`config.mk`:
```
export PLATFORM = sky130hd
export DESIGN_NAME = can_txq_regs
export DESIGN_NICKNAME = d
export VERILOG_FILES = /design/src/rtl/can_txq_pkg.sv /design/src/rtl/can_txq_unpack.sv /design/src/rtl/can_txq_pack.sv /design/src/rtl/can_txq_cell.sv /design/src/rtl/can_txq_regs.sv
export SDC_FILE = /design/constraint.sdc
export NUM_CORES = 1
export LEC_CHECK = 0
export BUFFER_PORTS_ARGS = -buffer_cell sky130_fd_sc_hd__buf_2
export CAP_MARGIN = 0
export CORE_MARGIN = 4
export CORE_UTILIZATION = 26
export DETAILED_ROUTE_END_ITERATION = 8
export PLACE_DENSITY_LB_ADDON = 0.1
export SLEW_MARGIN = 20
export SYNTH_ARGS = -nofsm -noshare
export SYNTH_HDL_FRONTEND = slang
export SYNTH_HIERARCHICAL = 1
export SYNTH_SLANG_ARGS = --single-unit
```
`constraint.sdc`:
```
create_clock -name clk -period 1.7 [get_ports clk]
set_input_delay 0 -clock clk [delete_from_list [all_inputs] [get_ports clk]]
set_output_delay 0 -clock clk [all_outputs]
set_load 0.005 [all_outputs]
```
`src/rtl/can_txq_pkg.sv`:
```
package can_txq_pkg;
  localparam int unsigned CAN_NUM_MBX = 15;
  localparam int unsigned CAN_REG_W   = 16;
  localparam int unsigned CAN_RSV_BIT = 8;

  // Register bit that holds mailbox m (1-based): low mailboxes go to the
  // upper byte above the reserved bit, the rest fill the lower byte.
  function automatic int unsigned mbx_bit_pos(int unsigned m);
    if (m < CAN_RSV_BIT) return m + CAN_RSV_BIT;
    return m - CAN_RSV_BIT;
  endfunction
endpackage

```
`src/rtl/can_txq_unpack.sv`:
```
module can_txq_unpack
  import can_txq_pkg::*;
#(
  parameter int unsigned NUM_MBX = CAN_NUM_MBX,
  parameter int unsigned REG_W   = CAN_REG_W
) (
  input  logic [REG_W-1:0]   reg_in,
  output logic [NUM_MBX-1:0] mbx_out
);
  for (genvar m = 1; m <= NUM_MBX; m++) begin : g_bit
    localparam int unsigned POS = mbx_bit_pos(m);
    assign mbx_out[m-1] = reg_in[POS];
  end
endmodule

```
`src/rtl/can_txq_pack.sv`:
```
module can_txq_pack
  import can_txq_pkg::*;
#(
  parameter int unsigned NUM_MBX = CAN_NUM_MBX,
  parameter int unsigned REG_W   = CAN_REG_W,
  parameter int unsigned RSV_BIT = CAN_RSV_BIT
) (
  input  logic [NUM_MBX-1:0] mbx_in,
  output logic [REG_W-1:0]   reg_out
);
  assign reg_out[RSV_BIT] = 1'b0;
  for (genvar m = 1; m <= NUM_MBX; m++) begin : g_bit
    localparam int unsigned POS = mbx_bit_pos(m);
    assign reg_out[POS] = mbx_in[m-1];
  end
endmodule

```
`src/rtl/can_txq_cell.sv`:
```
module can_txq_cell (
  input  logic clk,
  input  logic rst_n,
  input  logic set_pend,
  input  logic set_cxl,
  input  logic tx_done,
  input  logic cxl_done,
  output logic pend_q,
  output logic cxl_q,
  output logic pend_clr,
  output logic cxl_clr
);
  // Hardware clears win over software sets.
  assign pend_clr = tx_done | cxl_done;
  // Cancel handshake ends when engine reports it or pending is already gone.
  assign cxl_clr  = cxl_done | (cxl_q & ~pend_q);

  always_ff @(posedge clk) begin
    if (!rst_n) begin
      pend_q <= 1'b0;
      cxl_q  <= 1'b0;
    end else begin
      pend_q <= pend_clr ? 1'b0 : (pend_q | set_pend);
      cxl_q  <= cxl_clr  ? 1'b0 : (cxl_q | set_cxl);
    end
  end
endmodule

```
`src/rtl/can_txq_regs.sv`:
```
module can_txq_regs
  import can_txq_pkg::*;
#(
  parameter int unsigned NUM_MBX = CAN_NUM_MBX,
  parameter int unsigned REG_W   = CAN_REG_W
) (
  input  logic               clk,
  input  logic               rst_n,
  input  logic               cpu_wr_en,
  input  logic               cpu_sel,
  input  logic [REG_W-1:0]   cpu_wdata,
  output logic [REG_W-1:0]   cpu_rdata,
  input  logic [NUM_MBX-1:0] tx_done_mb,
  input  logic [NUM_MBX-1:0] cxl_done_mb,
  output logic [NUM_MBX-1:0] pend_mb,
  output logic [NUM_MBX-1:0] cxl_mb
);
  logic [NUM_MBX-1:0] wr_mbx;
  logic [NUM_MBX-1:0] pend_set, cxl_set;
  logic [NUM_MBX-1:0] pend_clr, cxl_clr;
  logic [REG_W-1:0]   pend_img, cxl_img;

  can_txq_unpack #(.NUM_MBX(NUM_MBX), .REG_W(REG_W)) u_unpack (
    .reg_in (cpu_wdata),
    .mbx_out(wr_mbx)
  );

  assign pend_set = (cpu_wr_en && !cpu_sel) ? wr_mbx : '0;
  assign cxl_set  = (cpu_wr_en &&  cpu_sel) ? wr_mbx : '0;

  for (genvar i = 0; i < NUM_MBX; i++) begin : g_cell
    can_txq_cell u_cell (
      .clk     (clk),
      .rst_n   (rst_n),
      .set_pend(pend_set[i]),
      .set_cxl (cxl_set[i]),
      .tx_done (tx_done_mb[i]),
      .cxl_done(cxl_done_mb[i]),
      .pend_q  (pend_mb[i]),
      .cxl_q   (cxl_mb[i]),
      .pend_clr(pend_clr[i]),
      .cxl_clr (cxl_clr[i])
    );
  end

  can_txq_pack #(.NUM_MBX(NUM_MBX), .REG_W(REG_W)) u_pack_pend (
    .mbx_in (pend_mb),
    .reg_out(pend_img)
  );
  can_txq_pack #(.NUM_MBX(NUM_MBX), .REG_W(REG_W)) u_pack_cxl (
    .mbx_in (cxl_mb),
    .reg_out(cxl_img)
  );

  assign cpu_rdata = cpu_sel ? cxl_img : pend_img;
endmodule

```
==> results of run 1 <==
power by group through the flow:
stage	Sequential (W)	Clock, W	Combinational (W)
after CTS	0.000723	0.000577	0.000252
final	0.000723	0.000534	0.000250
after global placement	0.000738	0	0.000200
after floorplan	0.000738	0	0.000145
after global routing	0.000724	0.000603	0.000281
after detailed placement	0.000738	0	0.000200
area by class of cell:
type                       count  area, um2  area share
timing repair buffer         124        786       0.311
tap                           99        124      0.0491
sequential                    30        601       0.238
clock buffer                   7       76.3      0.0302
multi-input combinational    123        938       0.372
layer usage:
metal  track usage  vias up  part of all wire
li1              -      815                 -
met4        0.0361        0            0.0087
met5             0        -                 0
met1         0.132      705              0.45
met2         0.173       64              0.45
met3        0.0375        4             0.090
metrics by stage:
step,cell area (um2),setup slack [ps]
final,2520,701
after global routing,2520,636
after detailed placement,2150,726
after global placement,2150,757
after floorplan,1950,965
after CTS,2520,668
worst max-delay path by stage:
stage                             startpoint                      end  slack [ps]
floorplan                            cpu_sel  g_cell[0].u_cell/pend_q         970
global placement                   cpu_wr_en   g_cell[4].u_cell/cxl_q         760
detailed placement                 cpu_wr_en  g_cell[11].u_cell/cxl_q         730
CTS                  g_cell[8].u_cell/pend_q             cpu_rdata[1]         670
global route         g_cell[8].u_cell/pend_q             cpu_rdata[1]         640
finish              g_cell[12].u_cell/pend_q             cpu_rdata[5]         700
timing repair:
item / 4_1_cts / 5_1_grt
hold endpoints to repair: 30 / 0
hold buffers: 30 / 0
buffers inserted: 0 / 0
setup endpoints to repair: 0 / 0
worst register-to-register path, stage by stage (launching register included):
cell     delay (ps)
dfxtp_1         370
mux2i_1         200
nor3b_1          60
layout by cell type (no fill, tap or decap):
master and instances:
mux2i_1 15, mux2_4 10, nor3b_1 15, and3_1 15, o21ai_0 15, buf_12 1
or2_1 15, mux2_2 6, and3b_1 15, dlygate4sd3_1 30, clkbuf_1 2, conb_1 2
dfxtp_1 30, nor2_1 15, buf_2 93, clkbuf_8 5
flip-flops by register name (all words and copies together) (netlist names):
register	cells
g_cell.u_cell/cxl_q	15
g_cell.u_cell/pend_q	15
==> run summary, run 1 <==
First-pass GRT wire length = 7490 um
Critical path class = reg2out
Final setup fails = 0
Routed WL = 4610 um
Total track usage = 0.107
Power per Cell Area = 597 nW/um2
RSZ-0062 raised after global routing = no
Status = finished clean
CTS Sinks = 30
HP Start = cpu_wdata[4]
Reg2reg end = g_cell[2].u_cell/cxl_q
GPL Wtd Cong = 0.654
Comb pwr share = 0.166
GRT overflow = 0
Register-to-Register Setup Slack = 960 ps
Final Util = 0.348
Non-filler cells in the finished layout = 383
Fillers = 789
Core ar. = 7250 um2
Vias per std cell = 4.15
Die Area = 8950 um2
Crit. End Element = output pin
Clk_lat worst skew = 270 ps
CP top delay family = flip-flops
Minimum hold slack = 132 ps
Setup TNS = 0 ps
Final Total Pwr = 0.00151 W
Max frequency = 1.00 GHz
Sw power = 0.000356 W
R2R cell count = 2
Avg Synthesized Cell Area = 9.37 um2
Hold WC Path Type = in2reg
DPL Wire Length = 3110 um
Clk root buf = clkbuf_8
Hold depth = 4
Cell count after synthesis = 208
Int Power = 0.00115 W
Average wire per standard cell = 12.0 um
CP max-delay cell = dfxtp_1
Data required, critical path = 1700 ps
Starting Density = 0.269
Hold endpoint = g_cell[11].u_cell/pend_q
Cell Rows = 31
Syn Nets = 258
Yosys warns = 6
Drt initial violations = 25
Max clock buf depth = 2
Final hold violation count = 0
Cells after DPL = 346
PostCTS Resize Cnt = 0
Clock Skews = 2.38 ps
Sequential share of power = 0.480
IO buf count = 93
Sw frac = 0.236
Clk pwr share = 0.354
Mapped cell area = 1950 um2
WP depth = 2
Vias in the first global route = 1606
CP arrival = 1000 ps
Largest net degree at the start of global routing = 47
CP Max Fanout = 4
Initial antenna violation count = 0
DIE WIDTH = 94.6 um
Kind of start point of the critical path = flip-flop
DRC violations left = 0
Ant. Diodes = 0
Max_cap viols = 0
Fin. max-slew vios = 0
Share of layout cells above drive strength 1 = 0.405
TritonCTS clock tree = done
CP peak stage delay = 330 ps
Drt pass-1 iters = 4
Clock-pin slew on the worst setup and hold paths = 60 ps
Htree depth = 2
Die height = 94.6 um
CTS Buf Count = 5
Cell leakage power = 1.25 nW
Final nets = 334
VDD IR max = 0.226 mV
Area grow syn2layout = 29.5%
IO Pins = 96
DRT antenna net count = 0
Crit Reg-Reg Startpoint = g_cell[2].u_cell/cxl_q
Via Count = 1588
Worst path buffer plus inverter count = 1
Fin crit share = 0.587
Crit-path cells = mux2_4, buf_2
Final Critical Period = 999 ps
(Power assumes the default switching activity.)
==> run 2, diff against run 1 <==
==> constraint.sdc (replaced) <==
create_clock -name clk -period 0.85 [get_ports clk]
set_input_delay 0 -clock clk [delete_from_list [all_inputs] [get_ports clk]]
set_output_delay 0 -clock clk [all_outputs]
set_load 0.005 [all_outputs]
==> run 2 against run 1 <==
Against the previous run: the flow now finishes with violations (negative setup slack); global-route usage up 0.54 points; utilization rose by 8.8 points; count of clock-buffer cells in the layout unchanged; sequential power grew 99%; setup slack worse by 850 ps; die area stayed put; critical path type unchanged; critical endpoint is now cpu_rdata[13]; largest power group unchanged.
==> run summary, run 2 (synthesized netlist as in run 1, its figures left out) <==
Data required, critical path = 850 ps (-850 ps)
Final setup fails = 15 (+15)
Drt pass-1 iters = 3 (-1)
RSZ-0062 raised after global routing = yes
Commonest non-fill, non-tap cell in the layout = buf_6
Pre-CTS WS = -0.699 ps (-727 ps)
Vias per std cell = 4.11 (-0.91%)
Initial antenna violation count = 0 (unchanged)
CP Max Fanout = 4 (unchanged)
Status = finished with violations
Largest net degree at the start of global routing = 31 (-34%)
Core ar. = 7250 um2 (unchanged)
IO buf count = 93 (unchanged)
First-pass GRT wire length = 7960 um (+6.3%)
DRC violations left = 0 (unchanged)
Crit. End Element = output pin
VDD IR max = 0.494 mV (+120%)
Final nets = 366 (+9.6%)
Biggest registers after layout = g_cell.u_cell/cxl_q x15, g_cell.u_cell/pend_q x15
Die Area = 8950 um2 (unchanged)
Cell Rows = 31 (unchanged)
Worst path buffer plus inverter count = 1 (unchanged)
Fin. max-slew vios = 0 (unchanged)
DRT antenna net count = 0 (unchanged)
Ant. Diodes = 0 (unchanged)
Area grow syn2layout = 62.1%
Minimum hold slack = 128 ps (-3.06 ps)
Clock-pin slew on the worst setup and hold paths = 60 ps (about the same)
DIE WIDTH = 94.6 um (unchanged)
Die height = 94.6 um (unchanged)
Vias in the first global route = 1750 (+9.0%)
Total track usage = 0.112 (+0.00544)
DPL Wire Length = 3210 um (+3.2%)
Fillers = 729 (-7.6%)
Worst Setup Slack, final = -149 ps (-850 ps)
GPL Wtd Cong = 0.653 (-0.15%)
Clock Skews = 3.19 ps (+0.804 ps)
Routed WL = 4970 um (+7.9%)
Max frequency = 1.00 GHz
CTS Buf Count = 5 (unchanged)
IO Pins = 96 (unchanged)
Critical path class = reg2out
CP peak stage delay = 330 ps (about the same)
Final hold violation count = 0 (unchanged)
CP max-delay cell = dfxtp_2
Final Critical Period = 999 ps
CP arrival = 1000 ps (about the same)
Commonest non-fill, non-tap cells in the layout = 59 x buf_6, 58 x buf_2, 30 x dfxtp_2, 30 x dlygate4sd3_1
Hold WC Path Type = in2reg
Max clock buf depth = 2 (unchanged)
Starting Density = 0.269 (unchanged)
CTS Sinks = 30 (unchanged)
Failing checks = negative setup slack
TritonCTS clock tree = done
CP top delay family = flip-flops
Htree depth = 2 (unchanged)
Clk_lat worst skew = 270 ps (about the same)
GRT overflow = 0 (unchanged)
Clk root buf = clkbuf_8
Share of layout cells above drive strength 1 = 0.563 (+0.158)
Kind of start point of the critical path = flip-flop
Crit-path cells = mux2_4, buf_6
Fin crit share = 1.17
Power per Cell Area = 993 nW/um2 (+66%)
Cell leakage power = 1.49 nW (+20%)
Max_cap viols = 0 (unchanged)
Average wire per standard cell = 12.0 um (-0.38%)
Drt initial violations = 38 (+52%)
Via Count = 1705 (+7.4%)
==> run 2: cell count changes in the layout (fill, tap and decap cells not counted) <==
cell	delta
buf_6	+59
dfxtp_2	+30
buf_2	-35
mux2_4	+5
buf_4	+6
mux2_2	-5
buf_12	+2
dfxtp_1	-30
nor3b_2	+1
nor3b_1	-1
==> run 2: timing repair <==
| action | 4_1_cts | 5_1_grt |
|---|---|---|
| hold endpoints to repair | 30 | 0 |
| hold buffers | 30 | 0 |
| buffers inserted | 24 | 4 |
| pin swaps | 0 | 7 |
| gates resized for setup | 65 | 30 |
| setup endpoints to repair | 15 | 46 |
==> run 2: layer usage <==
metal	up-vias	GRT usage	wire length, um
li1	881	-	-
met1	758	0.132	2170
met2	62	0.193	2350
met3	4	0.0398	433
met4	0	0.0325	26
met5	-	0	0
==> run 2: final cells by class <==
cell class	count	area (um2)	area share
repair buffers	156	1360	0.430
multi-input cells	123	962	0.304
flip-flops and latches	30	638	0.202
well taps	99	124	0.0392
clock buffers	7	76.3	0.0241
==> run 2: through the flow <==
step / instances / total power, W / utilization / setup TNS, ps / cell area [um2]
floorplan: 208 / 0.00177 / - / 0 / 1950
global placement: 350 / 0.00191 / 0.304 / 0 / 2200
detailed placement: 350 / 0.00191 / 0.304 / -0.699 / 2200
CTS: 411 / 0.00320 / 0.415 / -2140 / 3010
global route: 415 / 0.00330 / 0.436 / -2550 / 3160
finish: 415 / 0.00314 / 0.436 / -1930 / 3160
==> run 2: final timing paths <==
path	start	slack, ps	cells after the start	endpoint
max	g_cell[4].u_cell/pend_q	-150	2	cpu_rdata[13]
min	cpu_wdata[3]	130	4	g_cell[10].u_cell/pend_q
max reg2reg	g_cell[8].u_cell/cxl_q	40	3	g_cell[8].u_cell/cxl_q
min reg2reg	g_cell[4].u_cell/pend_q	530	2	g_cell[4].u_cell/pend_q
==> run 2: report_power, final <==
group / internal (W) / total [W] / leakage (nW) / switching [W]
clock network: 0.000563 / 0.00108 / 0.0383 / 0.000518
registers: 0.00143 / 0.00144 / 0.257 / 0.0000142
logic: 0.000397 / 0.000612 / 1.20 / 0.000215
==> run 2: worst register-to-register path, cell delays in order, from the launching register on <==
cell and delay, ps:
dfxtp_2 320, buf_6 110, mux2i_1 100, nor3b_1 190
==> run 3, diff against run 2 <==
==> constraint.sdc (replaced) <==
create_clock -name clk -period 1.25 [get_ports clk]
set_input_delay 0 -clock clk [delete_from_list [all_inputs] [get_ports clk]]
set_output_delay 0 -clock clk [all_outputs]
set_load 0.005 [all_outputs]
==> run 3 against run 2 <==
Against the previous run: the flow now finishes without violations; hold slack better by 3.2 ps; count of clock-buffer cells in the layout unchanged; register-to-register slack better by 470 ps; routed wire length down 7.6%; sequential power down 32%; die area unchanged; non-clock buffer count down 30; design area down 19%; via count down 6.7%.
==> run summary, run 3 (synthesized netlist as in run 1, its figures left out) <==
Fin crit share = 0.810
Data required, critical path = 1250 ps (+400 ps)
Starting Density = 0.269 (unchanged)
Max frequency = 0.988 GHz
Clk_lat worst skew = 270 ps (about the same)
VDD IR max = 0.357 mV (-28%)
Worst Setup Slack, final = 238 ps (+386 ps)
IO buf count = 93 (unchanged)
DPL Wire Length = 3190 um (-0.85%)
Total track usage = 0.104 (-0.00815)
Vias in the first global route = 1576 (-9.9%)
Register-to-Register Setup Slack = 510 ps (+470 ps)
GPL Wtd Cong = 0.661 (+1.2%)
DRT antenna net count = 0 (unchanged)
Vias per std cell = 4.12 (+0.26%)
Max_cap viols = 0 (unchanged)
Drt initial violations = 35 (-7.9%)
Final hold violation count = 0 (unchanged)
CP peak stage delay = 340 ps (about the same)
Htree depth = 2 (unchanged)
Average wire per standard cell = 11.9 um (-0.64%)
Hold WC Path Type = in2reg
Status = finished clean
Kind of start point of the critical path = flip-flop
Fin. max-slew vios = 0 (unchanged)
RSZ-0062 raised after global routing = no
CP Max Fanout = 4 (unchanged)
Final Util = 0.354 (-0.0818)
Fillers = 780 (+7.0%)
Crit. End Element = output pin
Routed WL = 4600 um (-7.6%)
Max clock buf depth = 2 (unchanged)
Share of layout cells above drive strength 1 = 0.415 (-0.149)
Drt pass-1 iters = 4 (+1)
Cell leakage power = 1.27 nW (-15%)
Initial antenna violation count = 0 (unchanged)
Area grow syn2layout = 31.7%
Die Area = 8950 um2 (unchanged)
CTS Buf Count = 5 (unchanged)
Commonest non-fill, non-tap cell in the layout = buf_2
Clk root buf = clkbuf_8
Final Critical Period = 1010 ps
Ant. Diodes = 0 (unchanged)
Cells after DPL = 348 (-0.57%)
Pre-CTS WS = 365 ps (+366 ps)
Minimum hold slack = 132 ps (+3.22 ps)
Post CTS Setup Buffer Count = 0 (-100%)
Non-filler cells in the finished layout = 386 (-7.0%)
Power per Cell Area = 833 nW/um2 (-16%)
Cell Rows = 31 (unchanged)
DIE WIDTH = 94.6 um (unchanged)
DRC violations left = 0 (unchanged)
IO Pins = 96 (unchanged)
CP arrival = 1010 ps (about the same)
Biggest registers after layout = g_cell.u_cell/cxl_q x15, g_cell.u_cell/pend_q x15
Final nets = 336 (-8.2%)
CP max-delay cell = dfxtp_1
Die height = 94.6 um (unchanged)
GRT overflow = 0 (unchanged)
Core ar. = 7250 um2 (unchanged)
Via Count = 1590 (-6.7%)
Crit-path cells = mux2_4, buf_2
Final setup fails = 0 (-15)
Commonest non-fill, non-tap cells in the layout = 93 x buf_2, 30 x dfxtp_1, 30 x dlygate4sd3_1
Setup TNS = 0 ps (+1930 ps)
TritonCTS clock tree = done
CTS Sinks = 30 (unchanged)
Critical path class = reg2out
Largest net degree at the start of global routing = 31 (unchanged)
First-pass GRT wire length = 7300 um (-8.2%)
Clock Skews = 2.65 ps (-0.538 ps)
Clock-pin slew on the worst setup and hold paths = 60 ps (about the same)
[run 3: worst paths after layout]
path,start,to,depth (start not counted)
max reg2reg,g_cell[5].u_cell/cxl_q,g_cell[5].u_cell/cxl_q,2
max,g_cell[0].u_cell/pend_q,cpu_rdata[9],2
min reg2reg,g_cell[3].u_cell/pend_q,g_cell[3].u_cell/cxl_q,2
min,cpu_wdata[7],g_cell[14].u_cell/pend_q,4
[run 3: repair_timing]
action / CTS / global route
hold buffers: 30 / 0
gates resized for setup: 0 / 0
hold endpoints to repair: 30 / 0
[run 3: power by group]
| part | switching (W) | internal [W] | leakage, nW | total (W) |
|---|---|---|---|---|
| registers | 0.0000124 | 0.000970 | 0.243 | 0.000982 |
| clock network | 0.000361 | 0.000444 | 0.0482 | 0.000805 |
| logic | 0.000131 | 0.000219 | 0.980 | 0.000350 |
[run 3: critical path, delay by kind of cell, from the launching register on]
family                 cells  cell delay (ps)
muxes                      1              270
buffers and inverters      1              130
DFF                        1              340
[run 3: area by class of cell]
cell class	instances	area [um2]	share of cell area
Clock buffer	7	86.3	0.0336
Clock inverter	1	5.00	0.00195
Multi-Input combinational cell	123	938	0.365
Sequential cell	30	601	0.234
Tap cell	99	124	0.0482
Timing Repair Buffer	126	813	0.317
[run 3: metrics by stage]
step	area, um2	total power, W
5_1_grt	2570	0.00226
3_3_place_gp	2180	0.00129
2_1_floorplan	1950	0.00120
4_1_cts	2570	0.00219
3_5_place_dp	2180	0.00129
6_report	2570	0.00214
[run 3: layer usage]
metal | global-route usage | wire length, um | vias to the layer above
met5 | 0 | 0 | -
met4 | 0.0361 | 29 | 0
met2 | 0.175 | 2080 | 61
met3 | 0.0343 | 362 | 2
met1 | 0.125 | 2130 | 711
li1 | - | - | 816
